$ cat config.mk
export PLATFORM = sky130hd
export DESIGN_NAME = dsx_datapath
export DESIGN_NICKNAME = d
export VERILOG_FILES = /design/src/rtl/dsx_pkg.sv /design/src/rtl/dsx_datapath.sv
export SDC_FILE = /design/constraint.sdc
export NUM_CORES = 1
export LEC_CHECK = 0
export BUFFER_PORTS_ARGS = -buffer_cell sky130_fd_sc_hd__buf_4
export CORE_AREA = 3 3 40 42
export DETAILED_ROUTE_END_ITERATION = 8
export DIE_AREA = 0 0 43 45
export GPL_ROUTABILITY_DRIVEN = 0
export MAX_ROUTING_LAYER = met4
export PLACE_DENSITY = 0.56
export SLEW_MARGIN = 20
export SYNTH_ARGS = -nofsm -noshare
export SYNTH_HDL_FRONTEND = slang
export SYNTH_SLANG_ARGS = --single-unit
export TNS_END_PERCENT = 30
$ cat constraint.sdc
create_clock -name clk -period 0.85 [get_ports clk]
set_input_delay 0 -clock clk [delete_from_list [all_inputs] [get_ports clk]]
set_output_delay 0 -clock clk [all_outputs]
set_load 0.02 [all_outputs]
$ cat src/rtl/dsx_pkg.sv
package dsx_pkg;

  localparam int CLS_W   = 4;
  localparam int CAUSE_W = 3;

  typedef enum logic [CLS_W-1:0] {
    CLS_NONE   = 4'd0,
    CLS_LOAD   = 4'd1,
    CLS_STORE  = 4'd2,
    CLS_STCX   = 4'd3,
    CLS_DZERO  = 4'd4,
    CLS_DINVAL = 4'd5,
    CLS_IINVAL = 4'd6,
    CLS_DFLUSH = 4'd7,
    CLS_COPLD  = 4'd8,
    CLS_COPST  = 4'd9,
    CLS_STRLD  = 4'd10,
    CLS_STRST  = 4'd11,
    CLS_DTOUCH = 4'd12,
    CLS_ITOUCH = 4'd13
  } accClass_e;

  typedef enum logic [CAUSE_W-1:0] {
    CAUSE_NONE  = 3'd0,
    CAUSE_WRITE = 3'd1,
    CAUSE_ORDER = 3'd2,
    CAUSE_LOCK  = 3'd3
  } cause_e;

  // Strobes from the class decoder to the datapath
  typedef struct packed {
    logic doesWrite;
    logic coprocAcc;
    logic icInval;
    logic dcFlush;
    logic storeCond;
    logic strXfer;
    logic touch;
  } clsDecode_t;

endpackage

$ cat src/rtl/dsx_datapath.sv
module dsx_datapath
  import dsx_pkg::*;
(
  input  logic               clk,
  input  logic               rst,
  input  logic               inValid,
  input  clsDecode_t         dec,
  input  logic               userMode,
  input  logic               pageUserWr,
  input  logic               pageSupWr,
  input  logic               pageLittle,
  input  logic [1:0]         copOrderOk,
  input  logic               icUserLock,
  input  logic               dcUserLock,
  input  logic               resvHeld,
  input  logic               lenZero,
  output logic               resValid,
  output logic [CAUSE_W-1:0] cause,
  output logic               irqReq,
  output logic               noOp,
  output logic               scFail
);

  logic   wrPerm, wrFault, ordFault, lockFault;
  logic   scLost, swallow, suppress;
  cause_e rawCause, finalCause;

  always_comb begin
    wrPerm    = userMode ? pageUserWr : pageSupWr;
    wrFault   = dec.doesWrite && !wrPerm;
    ordFault  = dec.coprocAcc && !copOrderOk[pageLittle];
    lockFault = userMode && ((dec.icInval && icUserLock) ||
                             (dec.dcFlush && dcUserLock));
    if (wrFault)        rawCause = CAUSE_WRITE;
    else if (ordFault)  rawCause = CAUSE_ORDER;
    else if (lockFault) rawCause = CAUSE_LOCK;
    else                rawCause = CAUSE_NONE;
    scLost     = dec.storeCond && !resvHeld;
    swallow    = (dec.strXfer && lenZero) || dec.touch;
    suppress   = (rawCause != CAUSE_NONE) && (scLost || swallow);
    finalCause = suppress ? CAUSE_NONE : rawCause;
  end

  always_ff @(posedge clk) begin
    if (rst || !inValid) begin
      resValid <= 1'b0;
      cause    <= CAUSE_NONE;
      irqReq   <= 1'b0;
      noOp     <= 1'b0;
      scFail   <= 1'b0;
    end else begin
      resValid <= 1'b1;
      cause    <= finalCause;
      irqReq   <= finalCause != CAUSE_NONE;
      noOp     <= swallow && (rawCause != CAUSE_NONE);
      scFail   <= scLost;
    end
  end

  a_r1_user_write: assert property (@(posedge clk) disable iff (rst)
    (inValid && dec.doesWrite && !dec.storeCond && !dec.strXfer &&
     userMode && !pageUserWr) |=> (cause == CAUSE_WRITE && irqReq));

  a_r3_icache_lock: assert property (@(posedge clk) disable iff (rst)
    (inValid && userMode && dec.icInval && icUserLock) |=>
    (cause == CAUSE_LOCK && irqReq));

  a_r6_sc_quiet: assert property (@(posedge clk) disable iff (rst)
    scFail |-> !irqReq || cause == CAUSE_WRITE);

  a_r8_noop_quiet: assert property (@(posedge clk) disable iff (rst)
    noOp |-> (!irqReq && cause == CAUSE_NONE));

  a_r10_idle: assert property (@(posedge clk) disable iff (rst)
    !inValid |=> (!resValid && !irqReq && !noOp && !scFail));

endmodule

Yosys cells after proc, flatten, opt, wreduce, memory -nomap -nowiden. Index checks and enable logic that the tools add are counted. Widths: inputs -> output; s select.

Output and inout port bits: 7. Bits in registers: 7. Logic and storage cells: 33.

Reductions and logical operators: 19. Mux-type cells: 8. Magnitude comparators: 1.

Operator list (count): $logic_and 1x1->1 (9); $mux 2 (3); $reduce_bool 3->1 (2); $logic_not 1->1 (4); $logic_or 1x1->1 (4); $mux 1 (4); $mux 3 (1); $lt 1x2->1 const B (1).

Logic depth before layout (Yosys ltp).
Depth in word-level cells: 10. Gate-level depth with buffers: 4. Depth with buffers taken out: 4.

Worst setup path before layout. Ideal clock, no wire load.

Kind: input to register. Start: in dec[3] (netlist name). End: reg noOp. Required time: 0.720 ns. Setup slack: 0.070 ns. Data arrival time: 0.650 ns. Cell stages on the path: 3. Setup time: 0.130 ns. Cells stage by stage: a22o_1 > a222oi_1 > nor3_1.

Word-level cells in the longest chain between the ends: 8.

RTL lines: start: declaration (RTL line dsx_datapath.sv:7) `input clsDecode_t dec,`; $logic_and 1x1->1 (RTL line dsx_datapath.sv:33) `(dec.dcFlush && dcUserLock));`; $logic_or 1x1->1 (RTL line dsx_datapath.sv:32) `lockFault = userMode && ((dec.icInval && icUserLock) ||`; $logic_and 1x1->1 (RTL line dsx_datapath.sv:32); $mux 2 (RTL line dsx_datapath.sv:36) `else if (lockFault) rawCause = CAUSE_LOCK;`; $mux 2 (RTL line dsx_datapath.sv:35) `else if (ordFault) rawCause = CAUSE_ORDER;`; $mux 2 (RTL line dsx_datapath.sv:34) `if (wrFault) rawCause = CAUSE_WRITE;`; $reduce_bool 3->1 (RTL line dsx_datapath.sv:55) `noOp <= swallow && (rawCause != CAUSE_NONE);`; $logic_and 1x1->1 (RTL line dsx_datapath.sv:55); end signal: assignment (RTL line dsx_datapath.sv:55); end: declaration (RTL line dsx_datapath.sv:20) `output logic noOp,`.

No other way between the ends. A chain may end at the register's enable or synchronous reset.

Final worst setup path. Ends and elaborated chain as after synthesis.

==> flow_summary_export.csv <==
group,metric,value,unit
status,status,"completed",
grt,grt_antenna_before_repair,0,
floorplanning,die_height,45,um
critical_path,slowest_delay,0.40,ns
power_and_ir_drop,switchingPower,0.149,mW
clock_network,cts_sinks,6,
route,firstDrtPassIters,4,
timing,layout_min_cycle_time,0.721,ns
synth,netlist_instances,27,
route,wirelength,598,um
clock_network,cts_buffers,3,
critical_path,crit_fanout,2,
finish,n_antenna_cell,0,
grt,track_usage,6.86,%
placement,placed_cells,66,
route,drtIter0Drc,6,
clock_network,h-tree-depth,1,
finish,nFillCells,132,
synth,synth_warnings,0,
critical_path,worstSetupEndpointType,"flop",
grt,overflow,0,
route,routed_via_density,4.00,
synth,syn_avg_cell_area,9.36,sq um
timing,period_share,84.8,%
timing,rsz0062_at_grt,"no",
clock_network,path_clk_slew,0.04,ns
critical_path,crit_arrival,0.83,ns
power_and_ir_drop,clkPwrFrac,36.1,%
synth,ys_types,16,
critical_path,cp.required,0.96,ns
route,wl_per_cell,8.67,um
floorplanning,io_pins,27,
critical_path,crit_type,"in -> reg",
power_and_ir_drop,vdd_ir_drop_max,0.000330,V
timing,slew_viol_final,0,
floorplanning,dieArea,0.00194,sq mm
finish,finalNonFillerCells,69,
timing,setup_violations,0,
power_and_ir_drop,seq_power_share,42.6,%
clock_network,post_cts_resized,0,
grt,grt_pass1_wl,917,um
placement,io_buffers,25,
timing,max_freq,1390,MHz
critical_path,cp-start-kind,"primary input",
clock_network,clockBufferDepth,2,
timing,whs,0.0133,ns
power_and_ir_drop,finalPower,0.689,mW
floorplanning,core,0.00128,sq mm
clock_network,tritoncts,"built",
power_and_ir_drop,p_comb_share,21.2,%
critical_path,cp_slowest_cell,"a222oi_1",
power_and_ir_drop,p_per_area,1450,mW/mm^2
route,ant_nets,0,
grt,grt_max_degree,5,
floorplanning,rows,13,
route,drc,0,
synth,synth_seq_area_share,47.5,%
floorplanning,start_util,19.7,%
finish,syn_to_final_growth,87.6,%
power_and_ir_drop,p_int,0.540,mW
synth,synth_seq_cells,6,
floorplanning,die_w,43,um
job,max-cap-violations,0,
synth,syn_nets,47,
critical_path,path_cells,"buf_4 -> a22o_1 -> a222oi_1 -> nor3_1",
power_and_ir_drop,netSwitchingFraction,21.6,%
synth,netlist_area,253,sq um
power_and_ir_drop,p_leak,0.244,nW
finish,layout-drive-gt1-share,51.9,%
placement,placed_area,452,sq um
route,num_vias,276,
clock_network,cts_setup_buffers,0,
finish,nets,76,
hold_path,hold_path_class,"in -> reg",
clock_network,clockRootBuffer,"clkbuf_4",
clock_network,postCtsHoldBufs,0,
timing,hold_viol_final,0,
finish,finalInstanceArea,474,sq um
grt,grt_pass1_vias,257,
## power by group through the flow
| stage | Clock (mW) | Combinational, mW | Sequential, mW |
|---|---|---|---|
| floorplan | 0 | 0.0485 | 0.310 |
| global placement | 0 | 0.147 | 0.299 |
| detailed placement | 0 | 0.148 | 0.298 |
| CTS | 0.265 | 0.148 | 0.294 |
| global route | 0.287 | 0.162 | 0.294 |
| finish | 0.249 | 0.146 | 0.294 |
## critical path: cells and delay by family
kind	cells	cell delay [ns]
and+or+nand+nor	1	0.08
buffers and inverters	1	0.11
AOI/OAI and AO/OA	2	0.63
## layout by cell type (no fill, tap or decap)
cell      instances
a211o_1           1
a21oi_1           2
a222oi_1          1
a22o_1            1
a22oi_1           2
buf_4            25
clkbuf_4          3
conb_1            1
dfxtp_1           6
inv_1             2
mux2i_1           2
nand2_1           1
nand2b_1          2
nand3_1           1
nor2_1            2
nor3_1            1
nor3b_1           1
## final cells by class
cell class / count / area, sq um / area share (%)
multi-input cells: 18 / 118 / 24.8
clock buffers: 3 / 22.5 / 4.75
repair buffers: 25 / 188 / 39.6
well taps: 15 / 18.8 / 3.96
inverters: 2 / 7.51 / 1.58
flip-flops and latches: 6 / 120 / 25.3
## metrics by stage
step	setup WS, ns	util (%)	setup TNS (ns)
floorplan	0.0703	-	0
global placement	-0.111	35.2	-0.211
detailed placement	-0.133	35.2	-0.241
CTS	0.128	36.9	0
global route	0.0440	36.9	0
finish	0.129	36.9	0
## final timing paths
check,to,cells past startpoint,startpoint
min,scFail,3,dec[2]
max,noOp,4,dec[3]
## kinds of logic (layout without fill, tap and decap cells)
logic type / count (synthesis) / count (layout) / synth area share (%)
and+or+nand+nor: 8 / 8 / 16.3
AOI/OAI and AO/OA: 7 / 7 / 20.8
DFF: 6 / 6 / 47.5
buffers and inverters: 3 / 30 / 5.94
muxes: 2 / 2 / 7.92
other: 1 / 1 / 1.48
## cell usage after synthesis (all sizes together)
library cell  instances  area share (%)
mux2i                 2             7.9
nand3                 1             2.0
a22oi                 2             5.9
nor3b                 1             3.0
dfxtp                 6              48
buf                   1             3.0
inv                   2             3.0
nand2                 1             1.5
nand2b                2             4.9
nor3                  1             2.0
a21oi                 2             4.0
a22o                  1             3.5
a211o                 1             3.5
a222oi                1             4.0
nor2                  2             3.0
conb                  1             1.5
## sequential cells by signal, indices dropped and copies added, names as in the netlist
name and count:
scFail 1, cause 2, irqReq 1, resValid 1, noOp 1
## routing by layer
metal	GRT usage, %	routed length (um)	vias to the layer above
li1	-	-	150
met1	7.71	225	115
met2	9.88	326	11
met3	1.20	47	0
met4	7.23	0	0
met5	-	0	-
Note: power is estimated with default switching activity, not from simulation.
